==> config.mk <==
export PLATFORM = sky130hd
export DESIGN_NAME = fwd_ctl_framer
export DESIGN_NICKNAME = d
export VERILOG_FILES = /design/src/rtl/fwd_ctl_pkg.sv /design/src/rtl/fcs_window.sv /design/src/rtl/fcs_lock.sv /design/src/rtl/fcs_demux.sv /design/src/rtl/fcs_busy_vote.sv /design/src/rtl/fwd_ctl_framer.sv
export SDC_FILE = /design/constraint.sdc
export NUM_CORES = 1
export LEC_CHECK = 0
export ABC_AREA = 1
export ABC_CLOCK_PERIOD_IN_PS = 5600
export BUFFER_PORTS_ARGS = -buffer_cell sky130_fd_sc_hd__buf_2
export CAP_MARGIN = 20
export CORE_AREA = 3 3 114 83
export CTS_CLUSTER_SIZE = 10
export DETAILED_ROUTE_END_ITERATION = 8
export DIE_AREA = 0 0 117 86
export PLACE_DENSITY_LB_ADDON = 0.08
export SYNTH_ARGS = -nofsm -noshare
export SYNTH_HDL_FRONTEND = slang
export SYNTH_SLANG_ARGS = --single-unit
==> constraint.sdc <==
create_clock -name clk -period 5.6 [get_ports clk]
set_clock_uncertainty 0.05 [all_clocks]
set_input_delay 0.56 -clock clk [delete_from_list [all_inputs] [get_ports clk]]
set_output_delay 0.56 -clock clk [all_outputs]
set_load 0.05 [all_outputs]
==> src/rtl/fwd_ctl_pkg.sv <==
package fwd_ctl_pkg;
  typedef enum logic [1:0] {
    ST_HUNT    = 2'd0,
    ST_CONFIRM = 2'd1,
    ST_LOCKED  = 2'd2
  } lock_st_e;
endpackage

==> src/rtl/fcs_window.sv <==
module fcs_window #(
  parameter int SYNC_LEN = 11,
  parameter logic [SYNC_LEN-1:0] SYNC_PAT = 11'b11100010010
) (
  input  logic clk,
  input  logic rst,
  input  logic clr,
  input  logic bit_vld,
  input  logic bit_in,
  output logic match
);
  logic [SYNC_LEN-2:0] win;

  assign match = ({win, bit_in} == SYNC_PAT);

  always_ff @(posedge clk) begin
    if (rst || clr) begin
      win <= '0;
    end else if (bit_vld) begin
      win <= {win[SYNC_LEN-3:0], bit_in};
    end
  end
endmodule

==> src/rtl/fcs_lock.sv <==
module fcs_lock
  import fwd_ctl_pkg::*;
#(
  parameter int FRAME_LEN = 461,
  parameter int SYNC_END  = 20,
  parameter int POS_W     = 9,
  parameter int MISS_W    = 4
) (
  input  logic              clk,
  input  logic              rst,
  input  logic              restart,
  input  logic              bit_vld,
  input  logic              match,
  input  logic [MISS_W-1:0] miss_lim,
  output logic [POS_W-1:0]  pos,
  output logic              in_sync,
  output logic              sync_evt
);
  lock_st_e          st;
  logic [MISS_W-1:0] miss;
  logic [POS_W-1:0]  pos_nx;
  logic              at_sync;
  logic              miss_full;

  assign pos_nx    = (pos == POS_W'(FRAME_LEN-1)) ? '0 : pos + 1'b1;
  assign at_sync   = (pos == POS_W'(SYNC_END));
  assign miss_full = ({1'b0, miss} + 1'b1) >= {1'b0, miss_lim};

  always_ff @(posedge clk) begin
    if (rst) begin
      st       <= ST_HUNT;
      pos      <= '0;
      miss     <= '0;
      in_sync  <= 1'b0;
      sync_evt <= 1'b0;
    end else begin
      sync_evt <= 1'b0;
      if (restart) begin
        st       <= ST_HUNT;
        pos      <= '0;
        miss     <= '0;
        in_sync  <= 1'b0;
        sync_evt <= in_sync;
      end else if (bit_vld) begin
        case (st)
          ST_HUNT: begin
            if (match) begin
              st  <= ST_CONFIRM;
              pos <= POS_W'(SYNC_END + 1);
            end
          end
          ST_CONFIRM: begin
            pos <= pos_nx;
            if (at_sync) begin
              if (match) begin
                st       <= ST_LOCKED;
                in_sync  <= 1'b1;
                sync_evt <= 1'b1;
                miss     <= '0;
              end else begin
                st <= ST_HUNT;
              end
            end
          end
          ST_LOCKED: begin
            pos <= pos_nx;
            if (at_sync) begin
              if (match) begin
                miss <= '0;
              end else if (miss_full) begin
                st       <= ST_HUNT;
                in_sync  <= 1'b0;
                sync_evt <= 1'b1;
                miss     <= '0;
              end else begin
                miss <= miss + 1'b1;
              end
            end
          end
          default: st <= ST_HUNT;
        endcase
      end
    end
  end


  sync_evt_chk: assert property (@(posedge clk) disable iff (rst)
    sync_evt |-> (in_sync != $past(in_sync)));


  lock_edge_chk: assert property (@(posedge clk) disable iff (rst)
    $rose(in_sync) |-> ($past(pos) == POS_W'(SYNC_END)) && $past(bit_vld));


  restart_drop_chk: assert property (@(posedge clk) disable iff (rst)
    restart |=> !in_sync);


  idle_hold_chk: assert property (@(posedge clk) disable iff (rst)
    (!bit_vld && !restart) |=> $stable(pos) && $stable(in_sync));
endmodule

==> src/rtl/fcs_demux.sv <==
module fcs_demux #(
  parameter int SYNC_END  = 20,
  parameter int GRP       = 10,
  parameter int WORD_BITS = 40,
  parameter int REPEATS   = 5,
  parameter int POS_W     = 9,
  parameter int REP_W     = $clog2(REPEATS),
  parameter int JW        = $clog2(WORD_BITS)
) (
  input  logic             clk,
  input  logic             rst,
  input  logic             bit_vld,
  input  logic             bit_in,
  input  logic             in_sync,
  input  logic [POS_W-1:0] pos,
  input  logic             sel_b,
  output logic             busy_stb,
  output logic             word_vld,
  output logic             word_bit,
  output logic [REP_W-1:0] word_rep,
  output logic [JW-1:0]    word_pos
);
  localparam int SLOT_W = $clog2(GRP + 1);
  localparam int WN_W   = REP_W + 1;

  logic [SLOT_W-1:0] slot;
  logic [JW-1:0]     jpos;
  logic [WN_W-1:0]   wn;
  logic              in_body;

  assign in_body  = bit_vld && (pos > POS_W'(SYNC_END));
  assign busy_stb = in_body && (slot == '0) && in_sync;

  always_ff @(posedge clk) begin
    if (rst) begin
      slot     <= '0;
      jpos     <= '0;
      wn       <= '0;
      word_vld <= 1'b0;
      word_bit <= 1'b0;
      word_rep <= '0;
      word_pos <= '0;
    end else begin
      word_vld <= 1'b0;
      if (bit_vld && (pos == POS_W'(SYNC_END))) begin
        slot <= '0;
        jpos <= '0;
        wn   <= '0;
      end else if (in_body) begin
        slot <= (slot == SLOT_W'(GRP)) ? '0 : slot + 1'b1;
        if (slot != '0) begin
          if (in_sync && (wn[0] == sel_b)) begin
            word_vld <= 1'b1;
            word_bit <= bit_in;
            word_rep <= wn[WN_W-1:1];
            word_pos <= jpos;
          end
          if (jpos == JW'(WORD_BITS-1)) begin
            jpos <= '0;
            wn   <= wn + 1'b1;
          end else begin
            jpos <= jpos + 1'b1;
          end
        end
      end
    end
  end


  word_range_chk: assert property (@(posedge clk) disable iff (rst)
    word_vld |-> (word_pos < JW'(WORD_BITS)) && (word_rep < REP_W'(REPEATS)));


  word_locked_chk: assert property (@(posedge clk) disable iff (rst)
    word_vld |-> $past(in_sync) && $past(bit_vld));
endmodule

==> src/rtl/fcs_busy_vote.sv <==
module fcs_busy_vote (
  input  logic clk,
  input  logic rst,
  input  logic stb,
  input  logic bit_in,
  input  logic inv,
  output logic busy,
  output logic busy_evt
);
  logic [2:0] hist;
  logic [2:0] hist_nx;
  logic       maj_cur;
  logic       maj_nx;

  assign hist_nx = stb ? {hist[1:0], bit_in} : hist;
  assign maj_cur = (hist[0] & hist[1]) | (hist[0] & hist[2]) | (hist[1] & hist[2]);
  assign maj_nx  = (hist_nx[0] & hist_nx[1]) | (hist_nx[0] & hist_nx[2]) |
                   (hist_nx[1] & hist_nx[2]);

  always_ff @(posedge clk) begin
    if (rst) begin
      hist     <= '0;
      busy     <= 1'b0;
      busy_evt <= 1'b0;
    end else begin
      hist     <= hist_nx;
      busy     <= maj_nx ^ inv;
      busy_evt <= maj_nx ^ maj_cur;
    end
  end


  busy_evt_chk: assert property (@(posedge clk) disable iff (rst)
    busy_evt |-> $past(stb));


  busy_hold_chk: assert property (@(posedge clk) disable iff (rst)
    (!stb && $past(!stb) && $stable(inv)) |=> $stable(busy));
endmodule

==> src/rtl/fwd_ctl_framer.sv <==
module fwd_ctl_framer #(
  parameter int SYNC_LEN  = 11,
  parameter logic [SYNC_LEN-1:0] SYNC_PAT = 11'b11100010010,
  parameter int DOT_LEN   = 10,
  parameter int WORD_BITS = 40,
  parameter int REPEATS   = 5,
  parameter int GRP       = 10,
  parameter int MISS_W    = 4,
  parameter int REP_W     = $clog2(REPEATS),
  parameter int JW        = $clog2(WORD_BITS)
) (
  input  logic              clk,
  input  logic              rst,
  input  logic              bit_vld,
  input  logic              bit_in,
  input  logic              restart,
  input  logic              sel_b,
  input  logic              busy_inv,
  input  logic [MISS_W-1:0] miss_lim,
  output logic              word_vld,
  output logic              word_bit,
  output logic [REP_W-1:0]  word_rep,
  output logic [JW-1:0]     word_pos,
  output logic              busy,
  output logic              busy_evt,
  output logic              in_sync,
  output logic              sync_evt,
  output logic              bitsync_restart
);
  localparam int SYNC_END  = DOT_LEN + SYNC_LEN - 1;
  localparam int DATA_BITS = 2 * REPEATS * WORD_BITS;
  localparam int FRAME_LEN = DOT_LEN + SYNC_LEN + DATA_BITS + DATA_BITS / GRP;
  localparam int POS_W     = $clog2(FRAME_LEN);

  logic             match;
  logic             busy_stb;
  logic [POS_W-1:0] pos;

  fcs_window #(.SYNC_LEN(SYNC_LEN), .SYNC_PAT(SYNC_PAT)) u_window (
    .clk(clk), .rst(rst), .clr(restart), .bit_vld(bit_vld),
    .bit_in(bit_in), .match(match)
  );

  fcs_lock #(.FRAME_LEN(FRAME_LEN), .SYNC_END(SYNC_END), .POS_W(POS_W),
             .MISS_W(MISS_W)) u_lock (
    .clk(clk), .rst(rst), .restart(restart), .bit_vld(bit_vld),
    .match(match), .miss_lim(miss_lim), .pos(pos), .in_sync(in_sync),
    .sync_evt(sync_evt)
  );

  fcs_demux #(.SYNC_END(SYNC_END), .GRP(GRP), .WORD_BITS(WORD_BITS),
              .REPEATS(REPEATS), .POS_W(POS_W), .REP_W(REP_W), .JW(JW)) u_demux (
    .clk(clk), .rst(rst), .bit_vld(bit_vld), .bit_in(bit_in),
    .in_sync(in_sync), .pos(pos), .sel_b(sel_b), .busy_stb(busy_stb),
    .word_vld(word_vld), .word_bit(word_bit), .word_rep(word_rep),
    .word_pos(word_pos)
  );

  fcs_busy_vote u_vote (
    .clk(clk), .rst(rst), .stb(busy_stb), .bit_in(bit_in),
    .inv(busy_inv), .busy(busy), .busy_evt(busy_evt)
  );

  always_ff @(posedge clk) begin
    if (rst) bitsync_restart <= 1'b0;
    else     bitsync_restart <= restart;
  end


  restart_req_chk: assert property (@(posedge clk) disable iff (rst)
    restart |=> bitsync_restart);


  restart_pulse_chk: assert property (@(posedge clk) disable iff (rst)
    !restart |=> !bitsync_restart);
endmodule

# Word-level counts from Yosys, hierarchy flattened
# Index checks and enable logic that the tools add are counted.
[totals] regBits=58 in_bits=11 output_inout_bits=16 word_cells=110
[classes] add_sub_neg=6 n_lt_le_gt_ge=2 eq_ne=14 mux=34 n_bitwise=15 reduce_logical=22
[ops] operator="$mux W4" count=6
[ops] operator="$mux W9" count=2
[ops] operator="$pmux W9 S2" count=1
[ops] operator="$mux W1" count=13
[ops] operator="$add A4 B1 Y4 const B" count=3
[ops] operator="$mux W2" count=6
[ops] operator="$eq A11 B11 Y1 const B" count=1
[ops] operator="$add A9 B1 Y9 const B" count=1
[ops] operator="$eq A9 B5 Y1 const B" count=1
[ops] operator="$eq A9 B9 Y1 const B" count=1
[ops] operator="$gt A9 B5 Y1 const B" count=1
[ops] operator="$pmux W4 S2" count=1
[ops] operator="$reduce_and A7 Y1" count=1
[ops] operator="$add A6 B1 Y6 const B" count=1
[ops] operator="$and A1 B1 Y1" count=6
[ops] operator="$eq A6 B6 Y1 const B" count=1
[ops] operator="$mux W6" count=1
[ops] operator="$ne A2 B1 Y1 const B" count=3
[ops] operator="$ne A2 B2 Y1 const B" count=3
[ops] operator="$pmux W2 S3" count=1
[ops] operator="$reduce_and A3 Y1" count=2
[ops] operator="$reduce_and A6 Y1" count=1
[ops] operator="$reduce_or A2 Y1" count=3
[ops] operator="$add A4 B1 Y5 const B" count=1
[ops] operator="20 further kinds" count=32

# Logic depth before layout (Yosys ltp)
# Gate-level depths: netlist (run 1).
[depth] depth_word=9 mapped_depth=13

# Hierarchy
# From an unflattened synthesis (run 1), not the netlist that was laid out.
[hier_totals] cells_unflattened=472 area_unflattened_um2=3244.4
[by_module_without_submodules] module="fcs_demux" n_inst=1 cells_per_inst=182 area_per_inst_um2=1287.5 seq_area_each_um2=500.5
[by_module_without_submodules] module="fcs_lock" n_inst=1 cells_per_inst=185 area_per_inst_um2=1211.2 seq_area_each_um2=340.3
[by_module_without_submodules] module="fcs_window" n_inst=1 cells_per_inst=58 area_per_inst_um2=445.4 seq_area_each_um2=200.2
[by_module_without_submodules] module="fcs_busy_vote" n_inst=1 cells_per_inst=44 area_per_inst_um2=270.3 seq_area_each_um2=100.1
[by_module_without_submodules] module="fwd_ctl_framer" n_inst=1 cells_per_inst=3 area_per_inst_um2=30.0 seq_area_each_um2=20.0

# Worst setup path after synthesis (run 1)
# No wires, ideal clock.
[synth_path] kind="register to register" start="register u_lock.miss[0]" end="register u_lock.in_sync" setup_ns=0.120 arrival_time_ns=1.643 required_ns=5.430 path_slack_ns=3.787 stages_incl_launch_ff=13 path_buffers=0 path_cell_list="dfxtp_1 -> ha_1 -> xor2_1 -> ha_1 -> nand2_1 -> inv_1 -> nand4_1 -> nand4_1 -> nand2_1 -> nand2_1 -> nand2_1 -> o21ai_0 -> a21oi_1"
[synth_between] elab_chain_cells=4
[synth_lines] element="start, declared" line_no="fcs_lock.sv:20" text="logic [MISS_W-1:0] miss;"
[synth_lines] element="start signal, assigned" line_no="fcs_lock.sv:76" text="miss <= miss + 1'b1;"
[synth_lines] element="$add A4 B1 Y5" line_no="fcs_lock.sv:27" text="assign miss_full = ({1'b0, miss} + 1'b1) >= {1'b0, miss_lim};"
[synth_lines] element="$ge A5 B4 Y1" line_no="fcs_lock.sv:27"
[synth_lines] element="$ne A2 B1 Y1 (no line)"
[synth_lines] element="$reduce_and A7 Y1 (no line)"
[synth_lines] element="end signal, assigned" line_no="fcs_lock.sv:34" text="in_sync <= 1'b0;"
[synth_lines] element="end signal, assigned" line_no="fcs_lock.sv:42" text="in_sync <= 1'b0;"
[synth_lines] element="end signal, assigned" line_no="fcs_lock.sv:57" text="in_sync <= 1'b1;"
[synth_lines] element="end, declared" line_no="fcs_lock.sv:16" text="output logic in_sync,"
# Every way passes these cells.
# A chain may end at the register's enable or synchronous reset.

# Worst setup path in the final report (run 1)
# Ends and elaborated chain as after synthesis.

==> reports/qor.txt, run 1 <==
DRT iter0 DRCs: 153
Syn. warnings: 0
CP arrival: 2.29 ns
Critical R2R Launch: u_lock.miss[0]
clock sink count: 58
CTS Buffer Depth: 2
Hold Fails Final Rpt: 0
drt drc: 0
via density per instance: 4.78
startpoint types: register
GR Util All Layers: 14.9%
Hold EP: u_window.win[9]
Vias: 2635
Crit Path Category: register to register
maximum number of pins on one net before global-route repair: 18
sequential fraction of the synthesis area: 39.4%
Power Internal: 785 uW
Critical path buffers and inverters: 0
critical path cell sequence: ha_1 > xor2_1 > ha_1 > nand2_1 > nand2_1 > nand3_1 > nand4_1 > nand2_1 > nand2_1 > nand2_1 > o21ai_0 > a21oi_1
Adder-Cell Fraction of Synth Area: 5.44%
Final Cycle Share: 37.2%
NetSw: 196 uW
Max-Cap Viols: 0
TNS Setup: 0 ns
Post-CTS Setup Inserts: 0
Port Buf Inserts: 26
FMAX: 479 MHz
WHS Path Cells: 2
Reg clk slew, reported paths: 0.05 ns
Main synth FF type: dfxtp_1
delay-heaviest family, CP: simple AND/OR/NAND/NOR gates
grt total ovfl: 0
CTS tree: built
Sequential Power Share: 42.5%
Syn Inst Count: 411
post-layout util: 41.3%
Crit path top cell by count: nand2_1
slowest cell delay on critical path: 0.39 ns
Crit path required time: 5.80 ns
mux share of post-synthesis cell area: 0%
Synth Area in Compound Gates: 13.8%
I/O pin cnt: 27
Leakage: 1.50 nW
CTS Root Cell: clkbuf_16
Final Critical Period: 2.09 ns
Net Sw Frac: 20.0%
syn nets: 434
status: complete, no violations
first-pass GRT wire length: 11500 um
combinational group share of total power: 2.9%
Peak supply drop: 0.162 mV
Antenna Cells: 0
1st-pass router iterations: 4
slew margin rel.: 46.6%
min-delay worst type: register to register
Skew-Pair Late Insertion Delay: 0.32 ns
Seq cells post-synth: 58
die area: 0.0101 sq mm
Crit Path Max Fanout: 5
CTS buffer count: 9
worst reg2reg path depth: 12
fillers: 891
worst-path cell with the longest stage delay: dfxtp_1
post-synthesis simple-gate area fraction: 30.9%
area of the multi-input gates: 0.00153 sq mm
Post-synth EDFFs: 0
WL final: 6670 um
Fin Hold WS: 0.418 ns
Mean Syn Cell Area: 7.17 sq um
synthesized area: 0.00295 sq mm
main combinational cell family by area after synthesis: simple AND/OR/NAND/NOR gates
XOR/XNOR share of the synthesized area: 1.78%
R2R Setup Slk: 3.51 ns
type of element capturing the critical path: register
Die Width: 117 um
routability cong.: 0.817
htree depth: 3
Layout area overhead: 17.9%
dpl hpwl: 5030 um
Slew @ Worst Pin: 0.793 ns
post-CTS resize count: 0
reg2reg end: u_lock.in_sync
Routed Antenna Nets: 0
Clock power frac: 54.6%
initial antenna violation count: 0
Max Slew Vio Count: 0
Synth cell types: 34
setup violators final: 0
Starting Density: 35.0%
Site Rows: 28
Async SR Flop Fraction: 0%
worst min-delay path startpoint: u_window.win[9]
RSZ-0062 raised after global routing: false
layout cells sized above 1: 12.1%
pwr dens: 282 mW/mm^2
vias in the first global route: 2407
CP startpoint: u_lock.miss[0]
sequential cell area: 0.00116 sq mm
Hold-fix buffers, CTS: 0
Wirelength per Cell: 12.1 um
nets: 466
core area: 0.00841 sq mm
die height: 86 um
-- worst max path at each step --
stage / end / cells past startpoint
after floorplan: u_lock.in_sync / 12
after global placement: u_lock.sync_evt / 6
after detailed placement: u_lock.sync_evt / 6
after CTS: u_lock.miss[2] / 10
after global routing: u_lock.in_sync / 12
final: u_lock.in_sync / 12
-- cell usage after synthesis (4+ instances only) --
library cell  number  area [sq um]
nand2_1           76           285
dfxtp_1           58          1160
inv_1             58           218
nor2_1            49           184
a21oi_1           41           205
o21ai_0           28           140
nand3_1           25           125
nand4_1           13          81.3
ha_1              12           150
nor3_1             9          45.0
nor3b_1            5          37.5
xor2_1             4          35.0
-- kinds of logic (layout without fill, tap and decap cells) --
group,after synthesis,in the layout
DFF,58,58
buffers and inverters,66,101
adders and majority gates,13,13
xor gates and xnor gates,6,6
and+or+nand+nor,191,191
AOI/OAI and AO/OA,77,77
-- per-stage QoR --
stage | setup WS, ns | area [sq um] | power (mW) | instances
2_1_floorplan | 3.79 | 2950 | 0.444 | 411
3_5_place_dp | 3.26 | 3180 | 0.454 | 537
3_3_place_gp | 3.30 | 3180 | 0.454 | 537
4_1_cts | 3.49 | 3470 | 0.997 | 551
5_1_grt | 3.29 | 3470 | 1.02 | 551
6_report | 3.51 | 3470 | 0.981 | 551
-- routing by layer --
| layer | vias to the layer above | global-route usage, % | wire, um |
|---|---|---|---|
| met4 | 0 | 5.63 | 55 |
| met5 | - | 0 | 0 |
| met3 | 4 | 5.08 | 323 |
| met2 | 47 | 19.6 | 2570 |
| li1 | 1419 | - | - |
| met1 | 1165 | 22.0 | 3710 |
-- layout make-up --
type / count / area share (%)
Multi-Input combinational cell: 287 / 44.0
Sequential cell: 58 / 33.4
Clock buffer: 11 / 7.27
Inverter: 61 / 6.66
Tap cell: 105 / 3.78
Timing Repair Buffer: 26 / 3.75
Clock inverter: 3 / 1.15
-- layout by cell type (no fill, tap or decap), types with 4 or more instances in the layout --
master,instances
nand4_1,13
ha_1,12
nor3b_1,5
nor3_1,9
buf_2,26
a21oi_1,41
nand3_1,25
nand2_1,76
xor2_1,4
inv_1,58
nor2_1,49
dfxtp_1,58
clkbuf_16,9
o21ai_0,28
-- sequential cells by signal, summed over array words and instances (netlist names), 2 cells and up --
register	count
u_vote.hist	3
u_demux.wn	4
u_demux.word_rep	3
u_lock.pos	9
u_lock.st	2
u_window.win	10
u_lock.miss	4
u_demux.word_pos	6
u_demux.jpos	6
u_demux.slot	4
-- power groups by stage --
stage	clock network [mW]	logic [mW]	registers, mW
finish	0.536	0.0281	0.417
global route	0.574	0.0326	0.417
floorplan	0	0.0156	0.428
CTS	0.552	0.0287	0.417
global placement	0	0.0288	0.426
detailed placement	0	0.0285	0.426
-- tightest hold or removal path: cells and delay by family (launching register included) --
kind / cells / cell delay, ns
buf+inv: 1 / 0.06
compound gates: 1 / 0.06
flops: 1 / 0.30
(Power assumes the default switching activity.)
==> inputs of run 2 (changes only) <==
--- a/config.mk
+++ b/config.mk
@@ -6,7 +6,7 @@
 export NUM_CORES = 1
 export LEC_CHECK = 0
 export ABC_AREA = 1
-export ABC_CLOCK_PERIOD_IN_PS = 5600
+export ABC_CLOCK_PERIOD_IN_PS = 1800
 export BUFFER_PORTS_ARGS = -buffer_cell sky130_fd_sc_hd__buf_2
 export CAP_MARGIN = 20
 export CORE_AREA = 3 3 114 83
==> constraint.sdc (replaced) <==
create_clock -name clk -period 1.8 [get_ports clk]
set_clock_uncertainty 0.05 [all_clocks]
set_input_delay 0.18 -clock clk [delete_from_list [all_inputs] [get_ports clk]]
set_output_delay 0.18 -clock clk [all_outputs]
set_load 0.05 [all_outputs]
==> run 2 against run 1 <==
  * The flow now finishes with violations (setup timing)
  * Sequential power rose to 3.1 times the previous value
  * Worst hold slack got worse by 0.34 ns
  * Routed wire length rose by 13%
  * Die area did not move
  * Global-route usage rose by 0.49 points
  * First-iteration DRC count fell by 43%
==> reports/qor.txt, run 2 (synthesis gave the netlist of run 1 again) <==
grt met1 use: 22.4%
TNS Setup: -0.863 ns
post-layout util: 48.3%
Net Sw Frac: 20.3%
Max Slew Vio Count: 0
CTS tree: built
1st-pass router iterations: 5
GR Util met2: 20.7%
CTS Root Cell: clkbuf_16
GRT Max-Usage Layer: met1
Peak supply drop: 0.481 mV
Hold Fails Final Rpt: 0
Skew-Pair Late Insertion Delay: 0.33 ns
Clock power frac: 56.5%
CP arrival: 2.14 ns
Largest Register: u_window.win
most frequent cells in the layout: nand2_1, inv_1, dfxtp_1
Crit path required time: 2.00 ns
Reg clk slew, reported paths: 0.05 ns
Layout area overhead: 38.0%
initial antenna violation count: 0
drt drc: 0
first-pass GRT wire length: 12000 um
setup violators final: 8
Top Registers: u_window.win: 10 flops, u_lock.pos: 9 flops
Power Internal: 2.57 mW
layout cells sized above 1: 27.8%
sequential cell area: 0.00117 sq mm
I/O pin cnt: 27
Fin Hold WS: 0.0760 ns
Leakage: 1.75 nW
core area: 0.00841 sq mm
Setup WS post-layout: -0.139 ns
Routed Antenna Nets: 0
vias in the first global route: 2546
Hold-fix buffers, CTS: 0
dpl hpwl: 5370 um
area of the multi-input gates: 0.00170 sq mm
startpoint types: register
Site Rows: 28
min-delay worst type: input pin to register
violated checks: setup timing
worst-path cell with the longest stage delay: dfxtp_2
Starting Density: 35.0%
type of element capturing the critical path: register
Die Width: 117 um
Crit Path Category: register to register
Antenna Cells: 0
routability cong.: 0.889
die height: 86 um
grt total ovfl: 0
Crit path top cell by count: nand4_1
FMAX: 516 MHz
Final Critical Period: 1.94 ns
Final Cycle Share: 108%
GR Util met3: 5.15%
placed cells: 573
most common cell after layout, fill and taps aside: nand2_1
Sequential Power Share: 40.2%
Wirelength per Cell: 12.6 um
critical path cell sequence: buf_6 > nand3_4 > xnor2_2 > ha_1 > nand4_1 > nand4_1 > nor2_2 > nand3_1 > a21oi_2
NetSw: 657 uW
combinational group share of total power: 3.3%
GR Util All Layers: 15.4%
Crit Path Max Fanout: 4
Vias: 2852
htree depth: 3
Port Buf Inserts: 26
fillers: 847
WL final: 7530 um
Max-Cap Viols: 0
Slew @ Worst Pin: 0.346 ns
CTS Buffer Depth: 2
RSZ-0062 raised after global routing: true
slowest cell delay on critical path: 0.35 ns
DRT iter0 DRCs: 87
via density per instance: 4.77
maximum number of pins on one net before global-route repair: 18
nets: 511
slew margin rel.: 76.9%
die area: 0.0101 sq mm
CTS buffer count: 9
status: finished with violations
pwr dens: 794 mW/mm^2
max reg flops: 10
clock sink count: 58
fin cells: 598
run 2: cell count changes in the layout (fill, tap and decap cells not counted), moves of 4 or more:
cell / before / now
buf_4: 0 / 39
buf_6: 0 / 4
dfxtp_1: 58 / 51
dfxtp_2: 0 / 7
inv_1: 58 / 54
nand2_1: 76 / 69
nand2_2: 1 / 7
nand3_1: 25 / 21
o21ai_0: 28 / 21
o21ai_1: 1 / 7
run 2: layout make-up:
class	count	share of cell area, %
clock buffer	11	5.97
inverter	61	6.00
sequential	58	28.8
timing repair inverter	1	0.277
tap	105	3.23
timing repair buffer	70	12.0
multi-input combinational	287	41.8
clock inverter	5	1.91
run 2: worst paths after layout:
kind | start | to | slack, ns | cells after the start
worst max register to register | u_lock.miss[0] | u_lock.miss[1] | -0.14 | 9
worst min register to register | u_lock.in_sync | u_lock.sync_evt | 0.42 | 2
worst min-delay path | restart | bitsync_restart | 0.08 | 3
worst max-delay path | u_lock.miss[0] | u_lock.miss[1] | -0.14 | 9
run 2: what timing repair did:
| action | in CTS | in global routing |
|---|---|---|
| gates resized for setup | 13 | 47 |
| buffers inserted | 0 | 8 |
| gates cloned | 0 | 1 |
| pin swaps | 8 | 23 |
| setup endpoints to repair | 12 | 44 |
run 2: critical path, delay by kind of cell, from the launching register on:
kind | cells | cell delay (ns)
flip-flops | 1 | 0.35
AND/OR/NAND/NOR | 5 | 0.74
AO/OA/AOI/OAI | 1 | 0.14
XOR/XNOR | 1 | 0.18
buffers and inverters | 1 | 0.11
adder cells (fa/ha/maj) | 1 | 0.29
run 2: power by group through the flow:
stage                     clock [mW]  sequential [mW]  combinational (mW)
after detailed placement           0             1.32               0.103
final                           1.82             1.30               0.107
after CTS                       1.86             1.30               0.104
after floorplan                    0             1.33              0.0487
after global routing            1.94             1.30               0.120
after global placement             0             1.32               0.102
run 2: layer usage:
| layer | up-vias | share of wire, % |
|---|---|---|
| li1 | 1520 | - |
| met1 | 1283 | 53 |
| met2 | 38 | 41 |
| met3 | 11 | 3.4 |
| met4 | 0 | 1.7 |
| met5 | - | 0 |
run 2: per-stage QoR:
| step | cell area, sq um | total power [mW] | worst slack (ns) |
|---|---|---|---|
| floorplan | 2950 | 1.38 | 0.0150 |
| finish | 4070 | 3.23 | -0.139 |
| global placement | 3450 | 1.43 | -0.0613 |
| CTS | 3820 | 3.26 | -0.0786 |
| detailed placement | 3450 | 1.43 | -0.159 |
| global route | 4070 | 3.35 | -0.254 |
